### src/rtl/srf_pkg.sv
package srf_pkg;
  typedef enum logic [2:0] {
    ST_OFF    = 3'd0,
    ST_IDLE   = 3'd1,
    ST_ENTER  = 3'd2,
    ST_ACTIVE = 3'd3,
    ST_SINGLE = 3'd4,
    ST_EXIT   = 3'd5
  } srf_state_e;

  localparam int unsigned MIN_IDLE_FRAMES = 6;
endpackage

### src/rtl/srf_idle_cnt.sv
module srf_idle_cnt #(
  parameter int unsigned CNT_W = 4
) (
  input  logic             clk_i,
  input  logic             rst_ni,
  input  logic             count_en_i,
  input  logic             vblank_i,
  input  logic             chg_i,
  input  logic [CNT_W-1:0] thr_i,
  output logic             met_o
);
  import srf_pkg::*;

  localparam logic [CNT_W-1:0] MIN_L = CNT_W'(MIN_IDLE_FRAMES);

  logic [CNT_W-1:0] thr_eff;
  logic [CNT_W-1:0] cnt_q;

  assign thr_eff = (thr_i < MIN_L) ? MIN_L : thr_i;
  assign met_o   = (cnt_q >= thr_eff);

  always_ff @(posedge clk_i or negedge rst_ni) begin
    if (!rst_ni)               cnt_q <= '0;
    else if (!count_en_i)      cnt_q <= '0;
    else if (chg_i)            cnt_q <= '0;
    else if (vblank_i && !met_o) cnt_q <= cnt_q + 1'b1;
  end

  // without a tick or change the entry condition cannot move
  assert_met_stable_R3: assert property (@(posedge clk_i) disable iff (!rst_ni)
    (count_en_i && !vblank_i && !chg_i) |=> (met_o == $past(met_o) || !$stable(thr_i)));

  // a change always drops the condition
  assert_chg_clears_R3: assert property (@(posedge clk_i) disable iff (!rst_ni)
    (chg_i && count_en_i) |=> (!met_o || !$stable(thr_i)));
endmodule

### src/rtl/srf_sfu_flag.sv
module srf_sfu_flag (
  input  logic clk_i,
  input  logic rst_ni,
  input  logic set_i,
  input  logic allow_i,
  input  logic clr_i,
  output logic pend_o
);
  logic pend_q;

  always_ff @(posedge clk_i or negedge rst_ni) begin
    if (!rst_ni)               pend_q <= 1'b0;
    else if (clr_i)            pend_q <= 1'b0;
    else if (set_i && allow_i) pend_q <= 1'b1;
  end

  assign pend_o = pend_q;
endmodule

### src/rtl/srf_fsm.sv
module srf_fsm (
  input  logic               clk_i,
  input  logic               rst_ni,
  input  logic               enable_i,
  input  logic               entry_i,
  input  logic               vblank_i,
  input  logic               change_i,
  input  logic               wake_seen_i,
  input  logic               idle_met_i,
  input  logic               sfu_pend_i,
  output srf_pkg::srf_state_e state_q_o,
  output srf_pkg::srf_state_e state_d_o,
  output logic               wake_req_o
);
  import srf_pkg::*;

  srf_state_e state_q, state_d;
  logic       wake_q;
  logic       leave_act;

  assign leave_act = !enable_i || !entry_i;

  always_comb begin
    state_d = state_q;
    unique case (state_q)
      ST_OFF:    if (enable_i) state_d = ST_IDLE;
      ST_IDLE: begin
        if (!enable_i)                  state_d = ST_OFF;
        else if (entry_i && idle_met_i) state_d = ST_ENTER;
      end
      // finishes regardless of enable: transitions are hardware owned
      ST_ENTER:  if (vblank_i && !change_i) state_d = ST_ACTIVE;
      ST_ACTIVE: begin
        if (leave_act || change_i) state_d = ST_EXIT;
        else if (sfu_pend_i)       state_d = ST_SINGLE;
      end
      ST_SINGLE: begin
        if (leave_act)     state_d = ST_EXIT;
        else if (vblank_i) state_d = ST_ACTIVE;
      end
      ST_EXIT:   if (wake_seen_i) state_d = ST_IDLE;
      default:   state_d = ST_OFF;
    endcase
  end

  always_ff @(posedge clk_i or negedge rst_ni) begin
    if (!rst_ni) begin
      state_q <= ST_OFF;
      wake_q  <= 1'b0;
    end else begin
      state_q <= state_d;
      wake_q  <= (state_d == ST_EXIT) && (state_q != ST_EXIT);
    end
  end

  assign state_q_o  = state_q;
  assign state_d_o  = state_d;
  assign wake_req_o = wake_q;

  assert_legal_code_R1: assert property (@(posedge clk_i) disable iff (!rst_ni)
    state_q inside {ST_OFF, ST_IDLE, ST_ENTER, ST_ACTIVE, ST_SINGLE, ST_EXIT});

  assert_off_exit_R2: assert property (@(posedge clk_i) disable iff (!rst_ni)
    (state_q == ST_OFF) |=> (state_q inside {ST_OFF, ST_IDLE}));

  assert_enter_path_R4: assert property (@(posedge clk_i) disable iff (!rst_ni)
    (state_q == ST_ENTER) |=> (state_q inside {ST_ENTER, ST_ACTIVE}));

  assert_enter_hold_R8: assert property (@(posedge clk_i) disable iff (!rst_ni)
    (state_q == ST_ENTER && !vblank_i) |=> (state_q == ST_ENTER));

  assert_change_exits_R5: assert property (@(posedge clk_i) disable iff (!rst_ni)
    (state_q == ST_ACTIVE && change_i) |=> (state_q == ST_EXIT));

  assert_exit_waits_R6: assert property (@(posedge clk_i) disable iff (!rst_ni)
    (state_q == ST_EXIT && !wake_seen_i) |=> (state_q == ST_EXIT));

  assert_wake_in_exit_R6: assert property (@(posedge clk_i) disable iff (!rst_ni)
    wake_req_o |-> (state_q == ST_EXIT));

  assert_wake_pulse_R6: assert property (@(posedge clk_i) disable iff (!rst_ni)
    wake_req_o |=> !wake_req_o);
endmodule

### src/rtl/srf_ctrl.sv
module srf_ctrl #(
  parameter int unsigned IDLE_W = 4
) (
  input  logic              clk_i,
  input  logic              rst_ni,
  input  logic              enable_i,
  input  logic              entry_i,
  input  logic              sfu_set_i,
  input  logic              vblank_i,
  input  logic              change_i,
  input  logic              wake_seen_i,
  input  logic [IDLE_W-1:0] idle_frames_i,
  output logic [2:0]        state_o,
  output logic              in_trans_o,
  output logic              link_down_o,
  output logic              active_o,
  output logic              sfu_pend_o,
  output logic              wake_req_o
);
  import srf_pkg::*;

  srf_state_e state_q, state_d;
  logic       idle_met, sfu_pend, sfu_clr;

  srf_idle_cnt #(.CNT_W(IDLE_W)) u_cnt (
    .clk_i      (clk_i),
    .rst_ni     (rst_ni),
    .count_en_i (state_q == ST_IDLE),
    .vblank_i   (vblank_i),
    .chg_i      (change_i),
    .thr_i      (idle_frames_i),
    .met_o      (idle_met)
  );

  // clear beats set: a request racing an exit is dropped
  assign sfu_clr = (state_d == ST_EXIT) || (state_d == ST_OFF) ||
                   (state_q == ST_SINGLE && state_d == ST_ACTIVE);

  srf_sfu_flag u_sfu (
    .clk_i   (clk_i),
    .rst_ni  (rst_ni),
    .set_i   (sfu_set_i),
    .allow_i (state_q != ST_OFF),
    .clr_i   (sfu_clr),
    .pend_o  (sfu_pend)
  );

  srf_fsm u_fsm (
    .clk_i       (clk_i),
    .rst_ni      (rst_ni),
    .enable_i    (enable_i),
    .entry_i     (entry_i),
    .vblank_i    (vblank_i),
    .change_i    (change_i),
    .wake_seen_i (wake_seen_i),
    .idle_met_i  (idle_met),
    .sfu_pend_i  (sfu_pend),
    .state_q_o   (state_q),
    .state_d_o   (state_d),
    .wake_req_o  (wake_req_o)
  );

  assign state_o     = state_q;
  assign in_trans_o  = (state_q == ST_ENTER) || (state_q == ST_EXIT);
  assign link_down_o = (state_q == ST_ACTIVE);
  assign active_o    = (state_q == ST_ACTIVE) || (state_q == ST_SINGLE);
  assign sfu_pend_o  = sfu_pend;

  assert_single_has_flag_R7: assert property (@(posedge clk_i) disable iff (!rst_ni)
    (state_q == ST_SINGLE) |-> sfu_pend_o);

  assert_single_return_clears_R7: assert property (@(posedge clk_i) disable iff (!rst_ni)
    (state_q == ST_SINGLE && vblank_i && enable_i && entry_i) |=> (state_q == ST_ACTIVE && !sfu_pend_o));

  assert_exit_drops_flag_R10: assert property (@(posedge clk_i) disable iff (!rst_ni)
    (state_q == ST_EXIT || state_q == ST_OFF) |-> !sfu_pend_o);
endmodule

### config.mk
export PLATFORM = sky130hd
export DESIGN_NAME = srf_ctrl
export DESIGN_NICKNAME = d
export VERILOG_FILES = /design/src/rtl/srf_pkg.sv /design/src/rtl/srf_idle_cnt.sv /design/src/rtl/srf_sfu_flag.sv /design/src/rtl/srf_fsm.sv /design/src/rtl/srf_ctrl.sv
export SDC_FILE = /design/constraint.sdc
export NUM_CORES = 1
export LEC_CHECK = 0
export CAP_MARGIN = 25
export CORE_MARGIN = 1
export CORE_UTILIZATION = 49
export CTS_CLUSTER_SIZE = 24
export DETAILED_ROUTE_END_ITERATION = 10
export HOLD_SLACK_MARGIN = 0.12
export PLACE_DENSITY = 0.84
export SLEW_MARGIN = 15
export SYNTH_ARGS = -nofsm -noshare
export SYNTH_HDL_FRONTEND = slang
export SYNTH_HIERARCHICAL = 1
export SYNTH_SLANG_ARGS = --single-unit
export TNS_END_PERCENT = 100
### constraint.sdc
create_clock -name clk_i -period 3.9 [get_ports clk_i]
set_clock_uncertainty 0.05 [all_clocks]
set_input_delay 0.39 -clock clk_i [delete_from_list [all_inputs] [get_ports clk_i]]
set_output_delay 0.39 -clock clk_i [all_outputs]
set_load 0.02 [all_outputs]
==> parameters.txt, run 1 <==
Parameter                              Value

Clock tree
  Clock tree root driver cell ... sky130_fd_sc_hd__clkbuf_4
  CTS tree ... done
  Maximum root-to-sink buffer count ... 2
  Level count of the clock H-tree ... 1
  CTS Hold Buffers Added ... 0
  Clock Sink Count ... 9
  Clock-pin slew on the worst setup and hold paths ... approximately 0.070 ns
  Resized Gates After CTS ... 0
  Clock latency on the worst-skew pair ... between 0.2 and 0.3 ns
  Total clock buffers created by CTS ... 3
  Post-CTS setup buffer count ... 0

Die
  Floorplan row count ... 13
  Die boundary height ... around 40 um
  DIE AREA ... about 0.0016 sq mm
  Initial standard-cell utilization of the core ... a little over half
  Die boundary width ... ~40 um
  CORE AREA ... approximately 0.0013 sq mm
  Num ports ... 20

Timing
  Setup repair after global routing missed its margin ... no
  Max Clock Freq ... around 0.42 GHz
  Slew headroom ... between 60% and 70%
  Worst Hold Slack ... about 0.37 ns
  TNS Setup ... 0 ns
  Fraction of the cycle the final worst path needs ... between 60% and 70%
  Worst-margin pin slew ... roughly 0.5 ns
  Slew Limit Fails ... 0
  Count of endpoints failing setup in the final report ... 0
  Minimum period implied by the final worst setup slack ... roughly 2.4 ns
  Endpoints failing hold ... 0

Detailed routing
  Final ANT Viol Nets ... 0
  Avg Vias per Cell ... between 5 and 6
  Count of TritonRoute iterations in the first routing pass ... 4
  Via count ... 658
  Number of design rule violations left after detail routing ... 0
  First DRT Iteration DRCs ... 7
  Total routed wirelength ... 1.54 mm
  Average wire length per cell after detail routing ... 13.6 um

Pwr
  Max IR drop VDD ... 0.215 mV
  Internal Pwr Total ... ~0.17 mW
  Leakage power ... 0.383 nW
  Switching share of total power ... a little under a third
  Clock share of power ... between 20 and 30%
  P per Cell Area ... ~270 mW/mm^2
  Sequential group share of total power ... about 44%
  Sw power ... 0.0756 mW
  Logic pwr share ... about a quarter

Layout
  Final Core Density ... between 70% and 80%
  Number of nets in the layout ... between 100 and 150
  Number of fill cells ... between 100 and 150
  Relative area change from synthesis to final layout ... 31.6%
  Ratio of cells with drive above 1 in the final layout ... 12.2%
  Post-Layout Cell Count ... 113
  Number of diodes added for antenna fixing ... 0

Yosys
  Distinct cell type count after synthesis ... 35
  Number of nets in the synthesized netlist ... 93
  Number of storage elements in the synthesis netlist ... 9
  Mean area per synthesized cell ... about 9.3 sq um
  Most used flip-flop cell after synthesis ... sky130_fd_sc_hd__dfrtp_1
  Sequential cell area fraction in the yosys report ... 31.8%
  Fraction of post-synthesis cell area in the top cell type by area ... 31.8%
  Number of cells produced by synthesis ... 76
  Cell types with the largest area share after synthesis ... sky130_fd_sc_hd__dfrtp_1 32%, sky130_fd_sc_hd__ha_1 8.8%, sky130_fd_sc_hd__o311ai_4 3.7%
  Dominant cell type by area after synthesis ... sky130_fd_sc_hd__dfrtp_1
  Count of flip-flops with a built-in enable after synthesis ... 0
  Fraction of synthesis flops using an asynchronous set or reset pin ... 100%
  Count of synthesis-stage warnings from yosys ... 6
  Cell Area, Synth ... between 700 and 800 sq um

Worst setup path
  Data required time at the worst endpoint ... roughly 4 ns
  Worst Path Arrival ... between 2 and 3 ns
  Kind of start point of the critical path ... primary input
  Critical Path Fanout Max ... 3
  Critical path class ... in -> reg
  CP endpoint kind ... flip-flop

GRT
  GRT Residual Overflow ... 0
  Global router's overall resource usage ... a little under a quarter
  Antenna violations before repair ... 0
  Maximum number of pins on one net before global-route repair ... 18
  Wire length of the first global-routing pass ... between 2 and 2.5 mm
  Via count of the first global-routing pass ... around 600

Placed design
  Total half-perimeter wirelength after legalization and detailed placement ... ~1.2 mm
  Buffers added on ports ... 19
  RePlAce Congestion ... a little under 0.9
  Number of cells after detailed placement ... around 110

Job
  Number of max-cap violations ... 0

Status
  Status ... completed

Worst hold path
  Class of the tightest hold or removal check ... in -> async
## synthesized netlist by cell type, types with 2 or more instances
master,instances
sky130_fd_sc_hd__a21oi_1,5
sky130_fd_sc_hd__or3_1,2
sky130_fd_sc_hd__nor2_1,5
sky130_fd_sc_hd__nand4b_1,2
sky130_fd_sc_hd__inv_1,5
sky130_fd_sc_hd__nand4_1,2
sky130_fd_sc_hd__nor3b_1,2
sky130_fd_sc_hd__nor2b_1,2
sky130_fd_sc_hd__nand3_1,3
sky130_fd_sc_hd__nand2b_1,2
sky130_fd_sc_hd__ha_1,5
sky130_fd_sc_hd__o22ai_1,3
sky130_fd_sc_hd__dfrtp_1,9
sky130_fd_sc_hd__o211ai_2,2
sky130_fd_sc_hd__o21ai_0,4
sky130_fd_sc_hd__nand2_1,4
## routing by layer
| metal | GRT usage, % | wire, um | vias up |
|---|---|---|---|
| li1 | - | - | 329 |
| met1 | 26.1 | 670 | 302 |
| met2 | 39.5 | 763 | 23 |
| met3 | 3.33 | 80 | 4 |
| met4 | 14.7 | 24 | 0 |
| met5 | 0 | 0 | - |
## power groups by stage
stage | clock [mW] | sequential (mW) | combinational [mW]
2_1_floorplan | 0 | 0.111 | 0.0362
3_3_place_gp | 0 | 0.111 | 0.0637
3_5_place_dp | 0 | 0.111 | 0.0653
4_1_cts | 0.0742 | 0.109 | 0.0659
5_1_grt | 0.0784 | 0.110 | 0.0728
6_report | 0.0730 | 0.109 | 0.0656
## worst max-delay path, cell delays in order
cell	delay (ns)
sky130_fd_sc_hd__clkdlybuf4s50_1	0.48
sky130_fd_sc_hd__inv_1	0.07
sky130_fd_sc_hd__nor2_1	0.12
sky130_fd_sc_hd__ha_1	0.20
sky130_fd_sc_hd__o211ai_1	0.13
sky130_fd_sc_hd__o21ai_0	0.29
sky130_fd_sc_hd__nand4_1	0.13
sky130_fd_sc_hd__o22ai_1	0.18
sky130_fd_sc_hd__a31o_1	0.18
sky130_fd_sc_hd__nand4b_1	0.10
sky130_fd_sc_hd__o22ai_1	0.16
sky130_fd_sc_hd__nor2_1	0.06
## final timing paths
| path | cells after the start | slack (ns) | to | startpoint |
|---|---|---|---|---|
| min | 1 | 0.37 | u_fsm/wake_req_o | rst_ni |
| min reg2reg | 2 | 0.53 | u_cnt/cnt_q[3] | u_cnt/cnt_q[3] |
| max in group asynchronous | 1 | 3.14 | u_cnt/cnt_q[2] | rst_ni |
| max | 12 | 1.51 | u_sfu/pend_o | idle_frames_i[3] |
| min in group clk_i | 2 | 0.53 | u_cnt/cnt_q[3] | u_cnt/cnt_q[3] |
| max reg2reg | 9 | 1.84 | u_sfu/pend_o | u_cnt/cnt_q[3] |
## through the flow
stage | setup slack (ns) | area [sq um] | total power, mW
after floorplan | 1.95 | 708 | 0.147
after global placement | 1.35 | 906 | 0.175
after detailed placement | 1.24 | 906 | 0.177
after CTS | 1.51 | 932 | 0.249
final | 1.51 | 932 | 0.248
after global routing | 1.27 | 932 | 0.262
## layout by cell type (no fill, tap or decap), types with 2 or more instances in the layout
cell type                         count
sky130_fd_sc_hd__ha_1                 5
sky130_fd_sc_hd__o22ai_1              3
sky130_fd_sc_hd__nor2_1               5
sky130_fd_sc_hd__clkbuf_4             3
sky130_fd_sc_hd__nor2b_1              2
sky130_fd_sc_hd__inv_1                5
sky130_fd_sc_hd__nand4b_1             2
sky130_fd_sc_hd__nand4_1              2
sky130_fd_sc_hd__or3_1                2
sky130_fd_sc_hd__nor3b_1              2
sky130_fd_sc_hd__o211ai_2             2
sky130_fd_sc_hd__nand2b_1             2
sky130_fd_sc_hd__nand3_1              3
sky130_fd_sc_hd__a21oi_1              5
sky130_fd_sc_hd__dfrtp_1              9
sky130_fd_sc_hd__nand2_1              4
sky130_fd_sc_hd__clkdlybuf4s50_1     19
sky130_fd_sc_hd__o21ai_0              4
## area by class of cell
| cell class | count | area [sq um] | area share [%] |
|---|---|---|---|
| clock buffers | 4 | 26.3 | 2.82 |
| inverters | 5 | 18.8 | 2.01 |
| multi-input cells | 61 | 453 | 48.6 |
| flip-flops and latches | 9 | 225 | 24.2 |
| well taps | 15 | 18.8 | 2.01 |
| repair buffers | 19 | 190 | 20.4 |
## sequential cells by signal (all words and copies together), names as in the netlist
signal	flops
u_fsm/state_q_o	3
u_sfu/pend_o	1
u_fsm/wake_req_o	1
u_cnt/cnt_q	4
## cells by family (layout without fill, tap and decap cells)
family                     Yosys count  count (layout)  synth area share (%)
buffers and inverters                6              28                  4.24
and+or+nand+nor                     34              34                  29.9
AOI/OAI and AO/OA                   19              19                  21.4
adders and majority gates            5               5                  8.83
muxes                                1               1                  1.41
xor gates and xnor gates             2               2                  2.47
DFF                                  9               9                  31.8
No activity file was read; power rests on OpenSTA's default activity.
==> run 2: changes to the inputs <==
- CORE_UTILIZATION: 49 -> 41
- PLACE_DENSITY: 0.84 -> 0.75
- clock period: 3.9 -> 2.1 ns (I/O delays scaled with it)
==> run 2 against run 1 <==
  * The flow now finishes with violations (design-rule violations)
  * Total power increased by 91%
  * Utilization shrank 6.4 points
  * Global-route usage down 4.0 points
  * Critical path depth shrank 5
  * Die area increased by 19%
  * First-iteration DRC count rose to 3.0 times the previous value
  * Register-to-register slack worse by 1.7 ns
  * Clock power up 86%
==> parameters.txt, run 2 (synthesized netlist as in run 1, its figures left out) <==
Parameter                              Value

Status
  Status ... finished, violations left (was completed)
  Violations in the final reports ... design-rule violations

Worst setup path
  Data required time at the worst endpoint ... 2.24 ns (was 4.01 ns)
  Total buffers and inverters traversed by the critical path ... 2 (unchanged)
  CP endpoint kind ... flip-flop (unchanged)
  Max incr delay on CP ... 0.42 ns (was 0.48 ns)
  Largest delay share family, worst path ... compound AO/OA/AOI/OAI gates (unchanged)
  Critical-path top delay cell ... sky130_fd_sc_hd__dfrtp_1 (was sky130_fd_sc_hd__clkdlybuf4s50_1)
  Critical path class ... reg -> reg (was in -> reg)
  Most common cell type on the critical path ... sky130_fd_sc_hd__buf_4
  Critical Path, Cell by Cell ... ha_1, o211ai_1, buf_4, buf_4, o211ai_2, or3_1, a21oi_1 (was clkdlybuf4s50_1, inv_1, nor2_1, ha_1, o211ai_1, o21ai_0, nand4_1, o22ai_1, a31o_1, nand4b_1, o22ai_1, nor2_1)
  Kind of start point of the critical path ... flip-flop (was primary input)
  Worst Path Arrival ... 2.15 ns (was 2.50 ns)
  Critical Path Fanout Max ... 4 (was 3)

Placed design
  Total half-perimeter wirelength after legalization and detailed placement ... 1.25 mm (was 1.16 mm)
  Number of cells after detailed placement ... 116 (was 109)
  Worst slack at placement ... -0.301 ns (was 1.24 ns)
  RePlAce Congestion ... 0.777 (was 0.878)
  Buffers added on ports ... 19 (unchanged)

Worst hold path
  Class of the tightest hold or removal check ... in -> async (unchanged)

Clock tree
  Level count of the clock H-tree ... 1 (unchanged)
  Clock Sink Count ... 9 (unchanged)
  Total clock buffers created by CTS ... 3 (unchanged)
  Clock-pin slew on the worst setup and hold paths ... 0.06 ns (was 0.07 ns)
  Clock tree root driver cell ... sky130_fd_sc_hd__clkbuf_4 (unchanged)
  CTS tree ... done (unchanged)
  Maximum root-to-sink buffer count ... 2 (unchanged)
  Clock latency on the worst-skew pair ... 0.26 ns (about the same)

GRT
  Via count of the first global-routing pass ... 623 (was 594)
  Antenna violations before repair ... 0 (unchanged)
  Wire length of the first global-routing pass ... 2.62 mm (was 2.37 mm)
  GRT Residual Overflow ... 0 (unchanged)
  Global router's overall resource usage ... 18.9% (was 22.9%)
  Maximum number of pins on one net before global-route repair ... 15 (was 18)

Timing
  Fraction of the cycle the final worst path needs ... a little over nine tenths
  Worst setup slack after layout ... 0.0946 ns (was 1.51 ns)
  Count of endpoints failing setup in the final report ... 0 (unchanged)
  Max Clock Freq ... around 0.50 GHz
  Minimum period implied by the final worst setup slack ... around 2.0 ns
  TNS Setup ... 0 ns (unchanged)
  Slew Limit Fails ... 0 (unchanged)
  Worst-margin pin slew ... 0.462 ns (was 0.515 ns)
  Endpoints failing hold ... 0 (unchanged)
  Slew headroom ... 69.1% (was 65.7%)

Layout
  Flip-flop count of the largest register, all copies and words added ... 4 (unchanged)
  Commonest non-fill, non-tap cell in the layout ... sky130_fd_sc_hd__clkdlybuf4s50_1 (unchanged)
  Leading cell types in the layout, fill and taps excluded ... 16 x sky130_fd_sc_hd__clkdlybuf4s50_1, 7 x sky130_fd_sc_hd__buf_4, 7 x sky130_fd_sc_hd__dfrtp_1 (was 19 x sky130_fd_sc_hd__clkdlybuf4s50_1, 9 x sky130_fd_sc_hd__dfrtp_1)
  Most flops, register ... u_cnt/cnt_q (unchanged)
  Number of nets in the layout ... 123 (was 116)
  Number of diodes added for antenna fixing ... 0 (unchanged)
  Ratio of cells with drive above 1 in the final layout ... 23.8% (was 12.2%)
  Number of fill cells ... 145 (was 117)
  Relative area change from synthesis to final layout ... 41.7% (was 31.6%)
  Post-Layout Cell Count ... 121 (was 113)

Detailed routing
  First DRT Iteration DRCs ... 21 (was 7)
  Count of TritonRoute iterations in the first routing pass ... 7 (was 4)
  Final ANT Viol Nets ... 0 (unchanged)
  Average wire length per cell after detail routing ... 13.9 um (was 13.6 um)
  Via count ... 693 (was 658)
  Total routed wirelength ... 1.68 mm (was 1.54 mm)
  Avg Vias per Cell ... 5.73 (was 5.82)
  Number of design rule violations left after detail routing ... 2 (was 0)

Die
  Floorplan row count ... 14 (was 13)
  Die boundary height ... 43.6 um (was 40.0 um)
  Num ports ... 20 (unchanged)
  DIE AREA ... 0.00190 sq mm (was 0.00160 sq mm)
  Initial standard-cell utilization of the core ... 45.4% (was 53.8%)
  CORE AREA ... 0.00156 sq mm (was 0.00132 sq mm)
  Die boundary width ... 43.6 um (was 40.0 um)

Pwr
  Leakage power ... 0.445 nW (was 0.383 nW)
  Max IR drop VDD ... 0.362 mV (was 0.215 mV)
  P per Cell Area ... 471 mW/mm^2 (was 266 mW/mm^2)

Job
  Number of max-cap violations ... 0 (unchanged)
-- run 2: cell types whose count changed in the layout (fill, tap and decap cells not counted), sizes merged --
cell,delta
clkinv,+1
clkbuf,-1
dlymetal6s2s,+3
clkdlybuf4s50,-3
buf,+7
-- run 2: worst paths after layout --
| path | from | endpoint | slack (ns) | cells past startpoint |
|---|---|---|---|---|
| max reg2reg | u_cnt/cnt_q[1] | u_cnt/cnt_q[3] | 0.09 | 7 |
| min reg2reg | u_cnt/cnt_q[3] | u_cnt/cnt_q[3] | 0.52 | 2 |
| min in group clk_i | u_cnt/cnt_q[3] | u_cnt/cnt_q[3] | 0.52 | 2 |
| max | u_cnt/cnt_q[1] | u_cnt/cnt_q[3] | 0.09 | 7 |
| min | rst_ni | u_sfu/pend_o | 0.21 | 1 |
| max in group asynchronous | rst_ni | u_fsm/state_q_o[1] | 1.45 | 1 |
-- run 2: area by class of cell --
type	instances	area [sq um]	area share, %
Sequential cell	9	228	22.7
Tap cell	16	20.0	2.00
Timing Repair Buffer	26	250	24.9
Inverter	5	18.8	1.87
Multi-Input combinational cell	61	459	45.8
Clock inverter	1	5.00	0.499
Clock buffer	3	22.5	2.24
-- run 2: per-layer routing --
layer / share of wire, % / GRT usage, % / routed length [um] / up-vias
li1: - / - / - / 341
met5: 0 / 0 / 0 / -
met3: 8.0 / 6.67 / 134 / 4
met1: 41 / 21.6 / 688 / 320
met2: 49 / 32.8 / 831 / 28
met4: 1.7 / 5.63 / 29 / 0
-- run 2: through the flow --
step | cell area (sq um) | total power, mW | hold WS [ns] | utilization [%]
4_1_cts | 980 | 0.480 | 0.202 | 62.8
6_report | 1000 | 0.472 | 0.213 | 64.4
2_1_floorplan | 708 | 0.274 | -0.136 | -
3_5_place_dp | 952 | 0.337 | 0.500 | 61.1
5_1_grt | 1000 | 0.504 | 0.207 | 64.4
3_3_place_gp | 952 | 0.334 | 0.490 | 61.1
-- run 2: report_power, final --
group          internal (mW)  total (mW)  switching (mW)
combinational         0.0715       0.137          0.0657
clock                 0.0704       0.136          0.0651
sequential             0.183       0.199          0.0164
-- run 2: timing repair --
item                                    CTS  global route
setup buffers                             0             1
endpoints found under the hold margin     0             0
resized for setup                         1             8
pin swaps                                 0             8
hold buffers                              0             0
endpoints found under the setup margin    1             2
